`config.mk`:
```
export PLATFORM = sky130hd
export DESIGN_NAME = ctrl_reg_bank
export DESIGN_NICKNAME = d
export VERILOG_FILES = /design/src/rtl/crf_pkg.sv /design/src/rtl/crf_rst_sync.sv /design/src/rtl/crf_status_unit.sv /design/src/rtl/crf_stack_bank.sv /design/src/rtl/crf_word_reg.sv /design/src/rtl/ctrl_reg_bank.sv
export SDC_FILE = /design/constraint.sdc
export NUM_CORES = 1
export LEC_CHECK = 0
export CELL_PAD_IN_SITES_DETAIL_PLACEMENT = 0
export CELL_PAD_IN_SITES_GLOBAL_PLACEMENT = 1
export CORE_MARGIN = 8
export CORE_UTILIZATION = 49
export CTS_BUF_LIST = sky130_fd_sc_hd__clkbuf_4 sky130_fd_sc_hd__clkbuf_8
export DETAILED_ROUTE_END_ITERATION = 7
export PLACE_DENSITY = 0.95
export SLEW_MARGIN = 30
export SYNTH_ARGS = -nofsm -noshare
export SYNTH_HDL_FRONTEND = slang
export SYNTH_SLANG_ARGS = --single-unit
export TNS_END_PERCENT = 10
```
`constraint.sdc`:
```
create_clock -name clk -period 17.55 [get_ports clk]
set_input_delay 3.51 -clock clk [delete_from_list [all_inputs] [get_ports clk]]
set_output_delay 3.51 -clock clk [all_outputs]
set_load 0.05 [all_outputs]
```
`src/rtl/crf_pkg.sv`:
```
package crf_pkg;
  localparam int DATA_W    = 32;
  localparam int IDX_W     = 4;
  localparam int BYTE_W    = 8;
  localparam int MODE_BIT  = 7;

  // register index map
  localparam logic [IDX_W-1:0] CR_STATUS = 4'd0;
  localparam logic [IDX_W-1:0] CR_COND   = 4'd1;
  localparam logic [IDX_W-1:0] CR_ISP    = 4'd2;
  localparam logic [IDX_W-1:0] CR_USP    = 4'd3;
  localparam logic [IDX_W-1:0] CR_SCR0   = 4'd4;
  localparam logic [IDX_W-1:0] CR_SCR1   = 4'd5;
  localparam logic [IDX_W-1:0] CR_BPC    = 4'd6;
  localparam logic [IDX_W-1:0] CR_BBSTAT = 4'd7;
  localparam logic [IDX_W-1:0] CR_BBPC   = 4'd8;
  localparam logic [IDX_W-1:0] CR_LAST   = CR_BBPC;

  // read masks
  localparam logic [BYTE_W-1:0] SAVED_RD_MASK = 8'hC1;
  localparam logic [BYTE_W-1:0] LIVE_RD_MASK  = 8'hC0;
endpackage

```
`src/rtl/crf_rst_sync.sv`:
```
module crf_rst_sync #(
  parameter int STAGES = 2
) (
  input  logic clk,
  input  logic rst_n,
  output logic rst_sync_n
);
  logic [STAGES-1:0] chain_q;

  always_ff @(posedge clk or negedge rst_n) begin
    if (!rst_n) chain_q <= '0;
    else        chain_q <= {chain_q[STAGES-2:0], 1'b1};
  end

  assign rst_sync_n = chain_q[STAGES-1];
endmodule

```
`src/rtl/crf_status_unit.sv`:
```
module crf_status_unit
  import crf_pkg::*;
#(
  parameter int DW = DATA_W,
  parameter int IW = IDX_W
) (
  input  logic          clk,
  input  logic          rst_n,
  input  logic          wr_en,
  input  logic [IW-1:0] wr_idx,
  input  logic [DW-1:0] wr_data,
  output logic          mode_q,
  output logic [DW-1:0] status_rd,
  output logic [DW-1:0] cond_rd,
  output logic [DW-1:0] bbstat_rd
);
  logic [BYTE_W-1:0] stat_q, stat_d;
  logic [BYTE_W-1:0] bstat_q, bstat_d;
  logic [BYTE_W-1:0] bbstat_q, bbstat_d;
  logic              cond_q, cond_d;
  logic              ld_stat, ld_cond, ld_bbstat;

  // next state
  always_comb begin
    ld_stat   = wr_en && (wr_idx == CR_STATUS);
    ld_cond   = wr_en && ((wr_idx == CR_STATUS) || (wr_idx == CR_COND));
    ld_bbstat = wr_en && (wr_idx == CR_BBSTAT);
    stat_d    = wr_data[BYTE_W-1:0];
    bstat_d   = wr_data[2*BYTE_W-1:BYTE_W];
    cond_d    = wr_data[0];
    bbstat_d  = wr_data[BYTE_W-1:0];
  end

  // registers
  always_ff @(posedge clk or negedge rst_n) begin
    if (!rst_n) begin
      stat_q   <= '0;
      bstat_q  <= '0;
      bbstat_q <= '0;
      cond_q   <= 1'b0;
    end else begin
      if (ld_stat) begin
        stat_q  <= stat_d;
        bstat_q <= bstat_d;
      end
      if (ld_cond)   cond_q   <= cond_d;
      if (ld_bbstat) bbstat_q <= bbstat_d;
    end
  end

  assign mode_q = stat_q[MODE_BIT];

  always_comb begin
    status_rd = '0;
    status_rd[2*BYTE_W-1:BYTE_W] = bstat_q & SAVED_RD_MASK;
    status_rd[BYTE_W-1:0]        = (stat_q & LIVE_RD_MASK) | {{(BYTE_W-1){1'b0}}, cond_q};
    cond_rd      = '0;
    cond_rd[0]   = cond_q;
    bbstat_rd    = '0;
    bbstat_rd[BYTE_W-1:0] = bbstat_q & SAVED_RD_MASK;
  end

  // a flag-only write leaves both status bytes alone
  p_cond_only_r9: assert property (@(posedge clk) disable iff (!rst_n)
    (wr_en && wr_idx == CR_COND) |=>
      (stat_q == $past(stat_q)) && (bstat_q == $past(bstat_q)) && (cond_q == $past(wr_data[0])));

  // a status write lands in all three fields
  p_status_load_r3: assert property (@(posedge clk) disable iff (!rst_n)
    (wr_en && wr_idx == CR_STATUS) |=>
      (stat_q == $past(wr_data[7:0])) && (bstat_q == $past(wr_data[15:8])) && (cond_q == $past(wr_data[0])));
endmodule

```
`src/rtl/crf_stack_bank.sv`:
```
module crf_stack_bank
  import crf_pkg::*;
#(
  parameter int DW = DATA_W,
  parameter int IW = IDX_W
) (
  input  logic          clk,
  input  logic          rst_n,
  input  logic          wr_en,
  input  logic [IW-1:0] wr_idx,
  input  logic [DW-1:0] wr_data,
  input  logic          mode_q,
  input  logic [DW-1:0] sp_live_i,
  output logic [DW-1:0] isp_rd,
  output logic [DW-1:0] usp_rd,
  output logic          sp_we,
  output logic [DW-1:0] sp_wdata
);
  logic [DW-1:0] isp_q, isp_d, usp_q, usp_d;
  logic          ld_isp, ld_usp;
  logic          status_wr, flip;

  // next state
  always_comb begin
    status_wr = rst_n && wr_en && (wr_idx == CR_STATUS);
    flip      = status_wr && (wr_data[MODE_BIT] != mode_q);
    isp_d     = isp_q;
    usp_d     = usp_q;
    ld_isp    = 1'b0;
    ld_usp    = 1'b0;
    sp_we     = 1'b0;
    sp_wdata  = '0;
    if (flip) begin
      sp_we = 1'b1;
      if (mode_q) begin
        usp_d    = sp_live_i;
        ld_usp   = 1'b1;
        sp_wdata = isp_q;
      end else begin
        isp_d    = sp_live_i;
        ld_isp   = 1'b1;
        sp_wdata = usp_q;
      end
    end else if (rst_n && wr_en && (wr_idx == CR_ISP)) begin
      if (mode_q) begin
        isp_d  = wr_data;
        ld_isp = 1'b1;
      end else begin
        sp_we    = 1'b1;
        sp_wdata = wr_data;
      end
    end else if (rst_n && wr_en && (wr_idx == CR_USP)) begin
      if (mode_q) begin
        sp_we    = 1'b1;
        sp_wdata = wr_data;
      end else begin
        usp_d  = wr_data;
        ld_usp = 1'b1;
      end
    end
  end

  // registers
  always_ff @(posedge clk or negedge rst_n) begin
    if (!rst_n) begin
      isp_q <= '0;
      usp_q <= '0;
    end else begin
      if (ld_isp) isp_q <= isp_d;
      if (ld_usp) usp_q <= usp_d;
    end
  end

  assign isp_rd = mode_q ? isp_q : sp_live_i;
  assign usp_rd = mode_q ? sp_live_i : usp_q;

  // entering interrupt mode saves the live pointer into the interrupt copy
  p_swap_to_set_r4: assert property (@(posedge clk) disable iff (!rst_n)
    (status_wr && !mode_q && wr_data[MODE_BIT]) |=> (isp_q == $past(sp_live_i)) && mode_q);

  // leaving interrupt mode saves the live pointer into the user copy
  p_swap_to_clear_r4: assert property (@(posedge clk) disable iff (!rst_n)
    (status_wr && mode_q && !wr_data[MODE_BIT]) |=> (usp_q == $past(sp_live_i)) && !mode_q);

  // a status write that keeps the mode never touches the live pointer
  p_keep_mode_quiet_r4: assert property (@(posedge clk) disable iff (!rst_n)
    (status_wr && (wr_data[MODE_BIT] == mode_q)) |-> !sp_we);

  // an interrupt-pointer write in clear mode leaves the saved copy alone
  p_isp_live_r5: assert property (@(posedge clk) disable iff (!rst_n)
    (wr_en && wr_idx == CR_ISP && !mode_q) |=> $stable(isp_q));
endmodule

```
`src/rtl/crf_word_reg.sv`:
```
module crf_word_reg
  import crf_pkg::*;
#(
  parameter int          DW     = DATA_W,
  parameter int          IW     = IDX_W,
  parameter logic [IW-1:0] MY_IDX = '0
) (
  input  logic          clk,
  input  logic          rst_n,
  input  logic          wr_en,
  input  logic [IW-1:0] wr_idx,
  input  logic [DW-1:0] wr_data,
  output logic [DW-1:0] word_q
);
  logic          ld;
  logic [DW-1:0] word_d;

  always_comb begin
    ld     = wr_en && (wr_idx == MY_IDX);
    word_d = wr_data;
  end

  always_ff @(posedge clk or negedge rst_n) begin
    if (!rst_n)  word_q <= '0;
    else if (ld) word_q <= word_d;
  end
endmodule

```
`src/rtl/ctrl_reg_bank.sv`:
```
module ctrl_reg_bank
  import crf_pkg::*;
#(
  parameter int DW = DATA_W,
  parameter int IW = IDX_W
) (
  input  logic          clk,
  input  logic          rst_n,
  input  logic          wr_en,
  input  logic [IW-1:0] wr_idx,
  input  logic [DW-1:0] wr_data,
  input  logic [IW-1:0] rd_idx,
  output logic [DW-1:0] rd_data,
  input  logic [DW-1:0] sp_live_i,
  output logic          sp_we_o,
  output logic [DW-1:0] sp_wdata_o
);
  localparam int NWORDS = 4;
  localparam logic [IW-1:0] WORD_IDX [NWORDS] = '{CR_SCR0, CR_SCR1, CR_BPC, CR_BBPC};

  logic          core_rst_n;
  logic          mode_q;
  logic [DW-1:0] status_rd, cond_rd, bbstat_rd, isp_rd, usp_rd;
  logic [DW-1:0] word_q [NWORDS];
  logic [DW-1:0] pc_lsb_clr;

  crf_rst_sync #(.STAGES(2)) u_rst (
    .clk        (clk),
    .rst_n      (rst_n),
    .rst_sync_n (core_rst_n)
  );

  crf_status_unit #(.DW(DW), .IW(IW)) u_status (
    .clk       (clk),
    .rst_n     (core_rst_n),
    .wr_en     (wr_en),
    .wr_idx    (wr_idx),
    .wr_data   (wr_data),
    .mode_q    (mode_q),
    .status_rd (status_rd),
    .cond_rd   (cond_rd),
    .bbstat_rd (bbstat_rd)
  );

  crf_stack_bank #(.DW(DW), .IW(IW)) u_stack (
    .clk       (clk),
    .rst_n     (core_rst_n),
    .wr_en     (wr_en),
    .wr_idx    (wr_idx),
    .wr_data   (wr_data),
    .mode_q    (mode_q),
    .sp_live_i (sp_live_i),
    .isp_rd    (isp_rd),
    .usp_rd    (usp_rd),
    .sp_we     (sp_we_o),
    .sp_wdata  (sp_wdata_o)
  );

  for (genvar g = 0; g < NWORDS; g++) begin : g_word
    crf_word_reg #(.DW(DW), .IW(IW), .MY_IDX(WORD_IDX[g])) u_word (
      .clk     (clk),
      .rst_n   (core_rst_n),
      .wr_en   (wr_en),
      .wr_idx  (wr_idx),
      .wr_data (wr_data),
      .word_q  (word_q[g])
    );
  end

  assign pc_lsb_clr = {{(DW-1){1'b1}}, 1'b0};

  // read mux
  always_comb begin
    case (rd_idx)
      CR_STATUS: rd_data = status_rd;
      CR_COND:   rd_data = cond_rd;
      CR_ISP:    rd_data = isp_rd;
      CR_USP:    rd_data = usp_rd;
      CR_SCR0:   rd_data = word_q[0];
      CR_SCR1:   rd_data = word_q[1];
      CR_BPC:    rd_data = word_q[2] & pc_lsb_clr;
      CR_BBSTAT: rd_data = bbstat_rd;
      CR_BBPC:   rd_data = word_q[3] & pc_lsb_clr;
      default:   rd_data = '0;
    endcase
  end

  // saved program counters never read back an odd value
  p_pc_even_r7: assert property (@(posedge clk) disable iff (!core_rst_n)
    (rd_idx == CR_BPC || rd_idx == CR_BBPC) |-> (rd_data[0] == 1'b0));

  // status word keeps its unused bits at zero
  p_status_holes_r2: assert property (@(posedge clk) disable iff (!core_rst_n)
    (rd_idx == CR_STATUS) |-> (rd_data[DW-1:16] == '0) && (rd_data[13:9] == '0) && (rd_data[5:1] == '0));

  // undefined indices stay silent
  p_undef_quiet_r11: assert property (@(posedge clk) disable iff (!core_rst_n)
    (wr_en && wr_idx > CR_LAST) |-> !sp_we_o);

  p_undef_read_r11: assert property (@(posedge clk) disable iff (!core_rst_n)
    (rd_idx > CR_LAST) |-> (rd_data == '0));

  // no live write while the core is held in reset
  always_comb begin
    if (!core_rst_n) p_reset_quiet_r1: assert (!sp_we_o);
  end
endmodule

```
* Yosys cells after proc, flatten, opt, wreduce, memory -nomap -nowiden
Cells that the tools add are included.
** Word-level totals
- Flip-flop bits (word level) :: 219
- Bits in writable memories :: 0
- Bits in read-only memories :: 0
- Latch bits :: 0
- Memories kept :: 0
** Operators by class
- Equality and inequality tests :: 19
- Shift operators :: 0
- Multiplexer cells :: 26
- Bitwise logic cells :: 1
- $mul :: 0
- Divide/modulo/power cells :: 0
- Reductions and logical operators :: 20
- Magnitude comparators :: 0
- $add $sub $neg :: 0
** Operator list (count)
- $mux 32 :: 15
- $pmux 32 s9 :: 1
- $eq 4x3->1 const B :: 8
- $eq 4x2->1 const B :: 4
- $logic_and 1x1->1 :: 12
- $mux 1 :: 10
- $eq 4x1->1 const B :: 2
- $eq 4x4->1 const B :: 2
- $logic_not 4->1 :: 2
- $or 8x1->8 :: 1
- $reduce_bool 2->1 :: 3
- $ne 2x1->1 const B :: 2
- $reduce_and 4->1 :: 1
- $reduce_and 3->1 :: 1
- $logic_or 1x1->1 :: 1
- $ne 1x1->1 :: 1

* Longest topological paths before layout
Gate-level depths: netlist of run 1.
- Depth in word-level cells :: 6
- Depth in mapped cells :: 10
- Gate-level depth less buffers :: 6

* By module
From an unflattened synthesis of run 1, not the netlist that was laid out.
** Unflattened totals
- Cell total of the unflattened synthesis :: 1179
- Area, all modules :: 14410.1 um^2
** Modules (own cells, without submodules)
- crf_stack_bank :: sequential area each 1601.5 um^2, times used 1, cells each 406, area each 4938.5 um^2
- ctrl_reg_bank :: sequential area each 0.0 um^2, times used 1, cells each 379, area each 2881.5 um^2
- crf_word_reg (g_word[1].u_word ...) :: sequential area each 800.8 um^2, times used 2, cells each 69, area each 1377.6 um^2
- crf_word_reg (g_word[0].u_word ...) :: sequential area each 800.8 um^2, times used 2, cells each 70, area each 1358.8 um^2
- crf_status_unit :: sequential area each 225.2 um^2, times used 1, cells each 113, area each 1063.5 um^2
- crf_rst_sync :: sequential area each 50.0 um^2, times used 1, cells each 3, area each 53.8 um^2

* Least setup slack after synthesis of run 1
Ideal clock, no wire load.
- Path kind :: reg2out
- From :: register u_rst.chain_q[1]
- To :: output sp_wdata_o[0]
- Required time :: 14.040 ns
- Arrival :: 6.768 ns
- Setup slack :: 7.272 ns
- Path buffers :: 2
- Stages on the path, launching flop included :: 6
- Cells stage by stage :: dfrtp_1 -> nor4bb_1 -> buf_2 -> nand2_1 -> clkbuf_1 -> o21ai_0
** Between the ends
- Word-level cells in the longest chain between the ends :: 5
** RTL lines
- start, declared :: RTL line crf_rst_sync.sv:8 : logic [STAGES-1:0] chain_q;
- start signal, assigned :: RTL line crf_rst_sync.sv:12 : else chain_q <= {chain_q[STAGES-2:0], 1'b1};
- $logic_and 1x1->1 * :: RTL line crf_stack_bank.sv:25, crf_stack_bank.sv:44, crf_stack_bank.sv:52
- $logic_and 1x1->1 :: RTL line crf_stack_bank.sv:52 : end else if (rst_n && wr_en && (wr_idx == CR_USP)) begin
- $mux 32 :: RTL line crf_stack_bank.sv:52
- $mux 32 :: RTL line crf_stack_bank.sv:44 : end else if (rst_n && wr_en && (wr_idx == CR_ISP)) begin
- $mux 32 * :: RTL line crf_stack_bank.sv:33 : if (flip) begin
- end, declared :: RTL line ctrl_reg_bank.sv:16 : output logic [DW-1:0] sp_wdata_o
Mark *: on every way between the ends. The rest lies on a longest branch, timed or not.

* Worst setup path after layout of run 1
- From :: input rd_idx[2]
- To :: output rd_data[14]
** Between the ends
- Word-level cells in the longest chain between the ends :: 2
** RTL lines
- start, declared :: RTL line ctrl_reg_bank.sv:12 : input logic [IW-1:0] rd_idx,
- $eq 4x4->1, or another cell as far along :: RTL line ctrl_reg_bank.sv:74 : case (rd_idx)
- $pmux 32 s9 * :: RTL line ctrl_reg_bank.sv:74
- end, declared :: RTL line ctrl_reg_bank.sv:13 : output logic [DW-1:0] rd_data,
Marks and branches as above.

==> flow_metrics.tcl, run 1 <==
set metrics [dict create \
    grtUsageTotal_pct 24.3 \
    syn-num-nets 1065 \
    drcViolationCount 0 \
    r2r-end "u_stack.isp_q[7]" \
    ant_nets 0 \
    cts_hold_buf 0 \
    worst-setup-path-type "in2out" \
    fmax_ghz 0.0957 \
    p_per_area_nw_per_um2 113 \
    synth_top_area_share_pct 47.3 \
    min_period_over_period_pct 59.5 \
    ys_warn_count 0 \
    grt_pass1_vias 9193 \
    drive_gt1_share_pct 23.0 \
    nets 1175 \
    die_y_um 163 \
    grt_first_pass_wirelength_um 51600 \
    synth_most_common_cell "dfrtp_1" \
    io_buffers 139 \
    setup_viol 0 \
    start_util_pct 49.3 \
    worstSetupStartpointType "input pin" \
    area_delta_synth_final_pct 22.1 \
    cts_max_level 2 \
    yosysTopAreaCell "dfrtp_1" \
    required_ps 14040 \
    synth-async-reset-ratio_pct 100 \
    critical_path_peak_fanout 20 \
    worstRegToRegCells 8 \
    core_um2 21600 \
    synth_area_leaders "dfrtp_1 47%, mux2_2 16%, mux2i_1 5.0%, o21ai_0 4.8%, a221oi_1 4.7%" \
    worst_slew_pin_slew_ps 1000 \
    antenna_found_initial 0 \
    place_area_um2 12200 \
    vias_per_cell 6.33 \
    ys_types 56 \
    cts_buffers 36 \
    cts.sinks 201 \
    synth-edff-count 0 \
    worst_clock_skew_ps 17.4 \
    place_congestion 0.797 \
    vdd_drop_max_mv 0.0479 \
    setup.worst_path.start "rd_idx[2]" \
    rsz0062_at_grt "no" \
    yosysSeqAreaShare_pct 47.3 \
    synthTopCellsByCount "201 x dfrtp_1, 149 x mux2_2, 116 x nand2_1, 102 x o21ai_0, 60 x o22ai_1" \
    clk_latency_ps 530 \
    worstPathArrival_ps 6940 \
    clockBufferDepth 3 \
    r2r-start "u_status.stat_q[7]" \
    status "finished clean" \
    synth-seq-cells 201 \
    root_buffer "clkbuf_8" \
    dpl.hpwl_um 20400 \
    wl_per_cell_um 23.0 \
    drt_iter0_drc 769 \
    clk_pin_slew_ps 50 \
    hold_viol_final 0 \
    reg2reg_setup_slack_ps 14090 \
    pre_cts_ws_ps 7180 \
    endpoint_kind "primary output" \
    crit_end "rd_data[14]" \
    num_rows 54 \
    grt_max_degree 78 \
    overflow 0 \
    hold_path.class "reg2reg" \
    dieWidth_um 163 \
    synthFlopType "dfrtp_1" \
    layout_min_cycle_time_ps 10450 \
    tns_ps 0 \
    fin_area_um2 13000 \
    setup_ws_ps 7100 \
    dieArea_um2 26700 \
    whs_ps 351 \
    vias 8890 \
    diodes 0 \
    postCtsSetupBuffers 0 \
    syn-instance-count 988 \
    cts_resized 0 \
    cts_tree "yes" \
    leakagePower_nw 5.36 \
    syn_area_per_cell_um2 10.8 \
    drt-total-wl_um 32200 \
    relSlewSlack_pct 33.3 \
    ioPinCount 140 \
    max_cap_violations 0 \
    drv_slew 0 \
    syn_area_um2 10600 \
    firstDrtPassIters 5 \
]
[final cells by class]
cell class | count | area (µm²)
well taps | 280 | 350
fillers | 1756 | 8570
inverters | 4 | 15.0
clock buffers | 59 | 712
flip-flops and latches | 201 | 5040
clock inverters | 5 | 28.8
multi-input cells | 690 | 5190
repair buffers | 165 | 1650
[report_power, final]
part / total (mW) / switching (mW) / leakage, nW / internal [mW]
combinational: 0.379 / 0.203 / 2.44 / 0.176
sequential: 0.643 / 0.0739 / 2.52 / 0.569
clock: 0.449 / 0.192 / 0.403 / 0.256
total: 1.47 / 0.470 / 5.36 / 1.00
[cells in the final DEF (no fill, tap or decap), types with 4 or more instances in the layout]
cell,instances
clkbuf_8,43
buf_4,20
nand2_1,116
dfrtp_1,199
nor2_1,18
a22o_1,14
a222oi_1,4
o21ai_1,13
nor2b_1,5
a21oi_1,15
o22ai_1,60
o21ai_0,102
nor3_1,6
clkinv_2,4
mux2i_1,53
mux2_2,149
clkbuf_4,16
a22oi_1,5
a221oi_1,57
o221ai_1,7
and2_1,6
a31oi_1,6
clkdlybuf4s50_1,137
nand3_1,5
[state kept, by name, indices dropped and copies added (netlist names)]
signal / count
u_status.bstat_q: 3
u_status.cond_q: 1
u_status.bbstat_q: 3
u_stack.usp_q: 32
u_status.stat_q: 2
u_stack.isp_q: 32
g_word.u_word.word_q: 126
u_rst.chain_q: 2
[metrics by stage]
| step | util (%) | std cells | total power [mW] |
|---|---|---|---|
| 5_1_grt | 60.2 | 1404 | 1.54 |
| 3_3_place_gp | 56.3 | 1336 | 1.01 |
| 4_1_cts | 60.2 | 1404 | 1.47 |
| 6_report | 60.2 | 1404 | 1.47 |
| 2_1_floorplan | - | 988 | 0.898 |
| 3_5_place_dp | 56.7 | 1340 | 1.03 |
[cell families (layout without fill, tap and decap cells)]
family	Yosys count	after routing	synth area share [%]
simple gates	181	181	8.05
compound gates	300	300	18.6
other cells	1	1	0.0353
mux	204	204	21.0
buf+inv	97	233	4.66
flops	201	201	47.3
fa+ha+maj	2	2	0.235
xor+xnor	2	2	0.165
[worst max-delay path, cell delays in order]
cell and delay, ps:
clkdlybuf4s50_1 460, buf_4 270, nor2b_1 530, and2_1 830
a222oi_1 210, a21oi_1 260, clkdlybuf4s50_1 850
[metal layers]
metal	vias up	wire [µm]	GRT usage [%]
met5	-	0	0
met1	4451	13200	31.4
met3	69	2710	5.85
met4	0	814	8.72
met2	428	15500	39.1
li1	3942	-	-
[how the worst min path moves through the flow]
stage	startpoint	end	slack [ps]	cells after the start
after detailed placement	u_rst.chain_q[0]	u_rst.chain_q[1]	340	0
after CTS	u_rst.chain_q[0]	u_rst.chain_q[1]	350	0
final	u_rst.chain_q[0]	u_rst.chain_q[1]	350	0
after global placement	u_rst.chain_q[0]	u_rst.chain_q[1]	340	0
after floorplan	u_rst.chain_q[0]	u_rst.chain_q[1]	330	0
after global routing	u_rst.chain_q[0]	u_rst.chain_q[1]	350	0
(Power assumes the default switching activity.)
==> run 2, diff against run 1 <==
--- a/config.mk
+++ b/config.mk
@@ -8,10 +8,10 @@
 export CELL_PAD_IN_SITES_DETAIL_PLACEMENT = 0
 export CELL_PAD_IN_SITES_GLOBAL_PLACEMENT = 1
 export CORE_MARGIN = 8
-export CORE_UTILIZATION = 49
+export CORE_UTILIZATION = 41
 export CTS_BUF_LIST = sky130_fd_sc_hd__clkbuf_4 sky130_fd_sc_hd__clkbuf_8
 export DETAILED_ROUTE_END_ITERATION = 7
-export PLACE_DENSITY = 0.95
+export PLACE_DENSITY = 0.88
 export SLEW_MARGIN = 30
 export SYNTH_ARGS = -nofsm -noshare
 export SYNTH_HDL_FRONTEND = slang
==> constraint.sdc (replaced) <==
create_clock -name clk -period 9.3 [get_ports clk]
set_input_delay 1.86 -clock clk [delete_from_list [all_inputs] [get_ports clk]]
set_output_delay 1.86 -clock clk [all_outputs]
set_load 0.05 [all_outputs]
==> flow_metrics.tcl, run 2 (synthesis gave the netlist of run 1 again) <==
set metrics [dict create \
    met3_usage_pct 4.25 \
    worst-setup-path-type "in2out" \
    endpoint_kind "primary output" \
    vias 8809 \
    setup_ws_ps 1710 \
    min_period_over_period_pct 81.6 \
    power_frac_clock_pct 30.0 \
    clk_pin_slew_ps 50 \
    cts_hold_buf 0 \
    worst_clock_skew_ps 13.7 \
    numPlacedInstances 1391 \
    pre_cts_ws_ps 1780 \
    nets 1171 \
    io_buffers 139 \
    fmax_ghz 0.132 \
    grtUsageMet2_pct 34.6 \
    drive_gt1_share_pct 22.4 \
    clockBufferDepth 3 \
    setup_viol 0 \
    reg.largest.list "g_word.u_word.word_q x126, u_stack.isp_q x32, u_stack.usp_q x32" \
    multi_input_area_um2 5200 \
    worstRegToRegCells 7 \
    vias_per_cell 6.08 \
    setup.worst_path.start "rd_idx[2]" \
    num_rows 59 \
    drcViolationCount 0 \
    wl_per_cell_um 23.2 \
    die_y_um 177 \
    dieArea_um2 31300 \
    slowest_stage "clkdlybuf4s50_1" \
    relSlewSlack_pct 29.2 \
    cts_resized 0 \
    min_to "u_rst.chain_q[1]" \
    pwr-share-seq_pct 44.0 \
    root_buffer "clkbuf_8" \
    postCtsSetupBuffers 0 \
    overflow 0 \
    grtUsageTotal_pct 21.3 \
    dpl.hpwl_um 20900 \
    hold_depth 0 \
    n_fill_cell 2294 \
    cts_max_level 2 \
    drt_iter0_drc 805 \
    regArea_um2 5040 \
    vdd_drop_max_mv 0.0891 \
    status "finished clean" \
    worst_slew_pin_slew_ps 1060 \
    ioPinCount 140 \
    clk_latency_ps 510 \
    intPower_mw 1.87 \
    cts.sinks 201 \
    worstPathArrival_ps 5730 \
    fin_util_pct 50.3 \
    met1_usage_pct 27.6 \
    cp.buffers_inverters 2 \
    r2r-start "u_status.stat_q[7]" \
    instances_no_fill 1450 \
    leakagePower_nw 5.31 \
    firstDrtPassIters 5 \
    layout_common_cells "199 x dfrtp_1, 149 x mux2_2, 137 x clkdlybuf4s50_1" \
    hold_path.class "reg2reg" \
    mostFrequentLayoutCell "dfrtp_1" \
    path_delay_family "buffers and inverters" \
    netSwitchingPower_uw 880 \
    hp-start "u_rst.chain_q[0]" \
    cp_common_cell "clkdlybuf4s50_1" \
    max_cap_violations 0 \
    area_delta_synth_final_pct 21.9 \
    reg2reg_setup_slack_ps 6170 \
    hold_viol_final 0 \
    top_usage_layer "met2" \
    ant_nets 0 \
    rsz0062_at_grt "no" \
    critical_path_peak_fanout 20 \
    grt_max_degree 81 \
    core_um2 25800 \
    grt_pass1_vias 9316 \
    place_congestion 0.785 \
    dieWidth_um 177 \
    critical-path-max-stage-delay_ps 1040 \
    pwr-share-comb_pct 25.9 \
    antenna_found_initial 0 \
    drt-total-wl_um 33600 \
    diodes 0 \
    layout_min_cycle_time_ps 7590 \
    p_per_area_nw_per_um2 212 \
    tns_ps 0 \
    cts_tree "yes" \
    drv_slew 0 \
    required_ps 7440 \
    switching_share_pct 32.0 \
    r2r-end "u_stack.usp_q[26]" \
    largest_register_ff_count 126 \
    regMostFlops "g_word.u_word.word_q" \
    grt_first_pass_wirelength_um 53000 \
    cts_buffers 36 \
    crit_chain "clkdlybuf4s50_1 > nor2b_1 > and2_1 > a221oi_1 > o21ai_1 > clkdlybuf4s50_1" \
    worstSetupStartpointType "input pin" \
    start_util_pct 41.3 \
]
-- run 2: metrics by stage --
step / hold slack [ps] / cell area, µm² / power [mW]
2_1_floorplan: 331 / 10600 / 1.69
3_3_place_gp: 336 / 12200 / 1.91
3_5_place_dp: 340 / 12200 / 1.94
4_1_cts: 353 / 13000 / 2.77
5_1_grt: 358 / 13000 / 2.90
6_report: 350 / 13000 / 2.75
-- run 2: power groups by stage --
stage	Clock [mW]	Sequential, mW	Combinational, mW
4_1_cts	0.846	1.21	0.716
6_report	0.826	1.21	0.714
3_3_place_gp	0	1.21	0.695
5_1_grt	0.887	1.24	0.771
3_5_place_dp	0	1.22	0.714
2_1_floorplan	0	1.18	0.515
-- run 2: cell type report --
| type | instances | area share (%) |
|---|---|---|
| multi-input combinational | 690 | 40.1 |
| sequential | 201 | 38.9 |
| timing repair buffer | 161 | 12.2 |
| clock buffer | 54 | 5.30 |
| tap | 335 | 3.23 |
| clock inverter | 5 | 0.193 |
| inverter | 4 | 0.116 |
-- run 2: per-layer routing --
metal,wire (µm),part of all wire [%]
met3,2510,7.5
met5,0,0
met2,15900,47
met1,14100,42
met4,1010,3.0
-- run 2: worst max path at each step --
stage                         end  slack (ps)  depth (start not counted)
floorplan           sp_wdata_o[0]         670                          5
global placement       rd_data[6]        1840                          6
finish                 rd_data[2]        1710                          6
global route           rd_data[2]        1580                          6
CTS                    rd_data[2]        1770                          6
detailed placement     rd_data[2]        1780                          6
-- run 2: worst register-to-register path, stage by stage, from the launching register on --
cell and delay, ps:
dfrtp_4 840, clkinv_1 200, ha_1 370, nor3_2 300
and2_2 210, buf_4 680, mux2i_1 290, o21ai_0 90
==> run 3, diff against run 2 <==
==> constraint.sdc (replaced) <==
create_clock -name clk -period 6.43 [get_ports clk]
set_input_delay 1.286 -clock clk [delete_from_list [all_inputs] [get_ports clk]]
set_output_delay 1.286 -clock clk [all_outputs]
set_load 0.05 [all_outputs]
==> flow_metrics.tcl, run 3 (synthesis gave the netlist of run 1 again) <==
set metrics [dict create \
    leakagePower_nw 5.62 \
    start_util_pct 41.3 \
    cts_max_level 2 \
    layout_min_cycle_time_ps 5620 \
    postCtsSetupBuffers 0 \
    setup_ws_ps 813 \
    ant_nets 0 \
    grt_max_degree 86 \
    antenna_found_initial 1 \
    cts_hold_buf 0 \
    regMostFlops "g_word.u_word.word_q" \
    nets 1175 \
    critical_path_peak_fanout 26 \
    area_delta_synth_final_pct 28.0 \
    fmax_ghz 0.178 \
    relSlewSlack_pct 33.8 \
    clockBufferDepth 3 \
    crit_chain "clkdlybuf4s50_1 > and4bb_2 > a221oi_1 > o221ai_1 > clkdlybuf4s50_1" \
    drcViolationCount 0 \
    pre_cts_ws_ps 908 \
    cp_common_cell "clkdlybuf4s50_1" \
    whs_ps 318 \
    rsz0062_at_grt "no" \
    worst_clock_skew_ps 36.9 \
    reg.largest.list "g_word.u_word.word_q x126, u_stack.isp_q x32, u_stack.usp_q x32" \
    largest_register_ff_count 126 \
    reg2reg_setup_slack_ps 2380 \
    p_per_area_nw_per_um2 312 \
    grt_pass1_vias 9149 \
    die_y_um 177 \
    place_area_um2 12800 \
    grtUsageTotal_pct 20.8 \
    endpoint_kind "primary output" \
    dieWidth_um 177 \
    r2r-start "u_status.stat_q[7]" \
    vias_per_cell 6.00 \
    min_period_over_period_pct 87.4 \
    diodes 0 \
    wl_per_cell_um 22.5 \
    status "finished clean" \
    slowest_stage "and4bb_2" \
    worst_slew_pin_slew_ps 991 \
    grt_first_pass_wirelength_um 51800 \
    drv_slew 0 \
    hold_path.class "reg2async" \
    num_rows 59 \
    required_ps 5140 \
    io_buffers 139 \
    worstRegToRegCells 7 \
    p_total_mw 4.25 \
    cts_tree "yes" \
    dpl.hpwl_um 21300 \
    mostFrequentLayoutCell "dfrtp_1" \
    layout_common_cells "199 x dfrtp_1, 149 x mux2_2, 116 x nand2_1" \
    drive_gt1_share_pct 27.4 \
    firstDrtPassIters 5 \
    r2r-end "u_stack.isp_q[15]" \
    cts.sinks 201 \
    worstPathArrival_ps 4330 \
    clk_pin_slew_ps 60 \
    max_cap_violations 0 \
    worst-setup-path-type "in2out" \
    fin_area_um2 13600 \
    core_um2 25800 \
    tns_ps 0 \
    place_congestion 0.755 \
    root_buffer "clkbuf_8" \
    ioPinCount 140 \
    worstSetupStartpointType "input pin" \
    dieArea_um2 31300 \
    vdd_drop_max_mv 0.136 \
    setup_viol 0 \
    cts_buffers 36 \
    drt_iter0_drc 777 \
    hold_viol_final 0 \
    drt-total-wl_um 32700 \
    overflow 0 \
    cts_resized 0 \
    vias 8729 \
    critical-path-max-stage-delay_ps 920 \
    clk_latency_ps 540 \
]
[run 3: worst max-delay path by stage]
stage / end / slack [ps] / startpoint / cells past startpoint
3_5_place_dp: rd_data[31] / 910 / rd_idx[3] / 5
6_report: rd_data[31] / 810 / rd_idx[3] / 5
4_1_cts: rd_data[31] / 890 / rd_idx[3] / 5
5_1_grt: rd_data[31] / 710 / rd_idx[3] / 5
2_1_floorplan: sp_wdata_o[0] / 460 / u_rst.chain_q[1] / 5
3_3_place_gp: rd_data[31] / 950 / rd_idx[3] / 5
[run 3: through the flow]
step,utilization [%],instances
after floorplan,-,988
after global placement,49.3,1393
after detailed placement,49.6,1395
after CTS,52.8,1456
after global routing,52.8,1456
final,52.8,1456
[run 3: cell type report]
cell class              count  area (µm²)
fillers                  2171       12200
repair buffers            165        2110
multi-input cells         690        5190
clock buffers              49         637
inverters                   4        15.0
clock inverters            12         195
well taps                 335         419
flip-flops and latches    201        5040
[run 3: per-layer routing]
layer | vias up | wire length [µm] | global-route usage (%)
li1 | 3937 | - | -
met3 | 53 | 2020 | 3.95
met5 | - | 13 | 0
met1 | 4426 | 14200 | 27.2
met4 | 2 | 637 | 7.18
met2 | 311 | 15800 | 34.0
[run 3: critical path, delay by kind of cell]
family,cells,cell delay (ps)
AO/OA/AOI/OAI,2,480
buffers and inverters,2,1620
AND/OR/NAND/NOR,1,920
[run 3: power by group]
group,internal [mW],leakage (nW),switching [mW]
Clock,0.846,0.432,0.543
Combinational,0.536,2.67,0.574
Sequential,1.55,2.52,0.196
Total,2.93,5.62,1.31
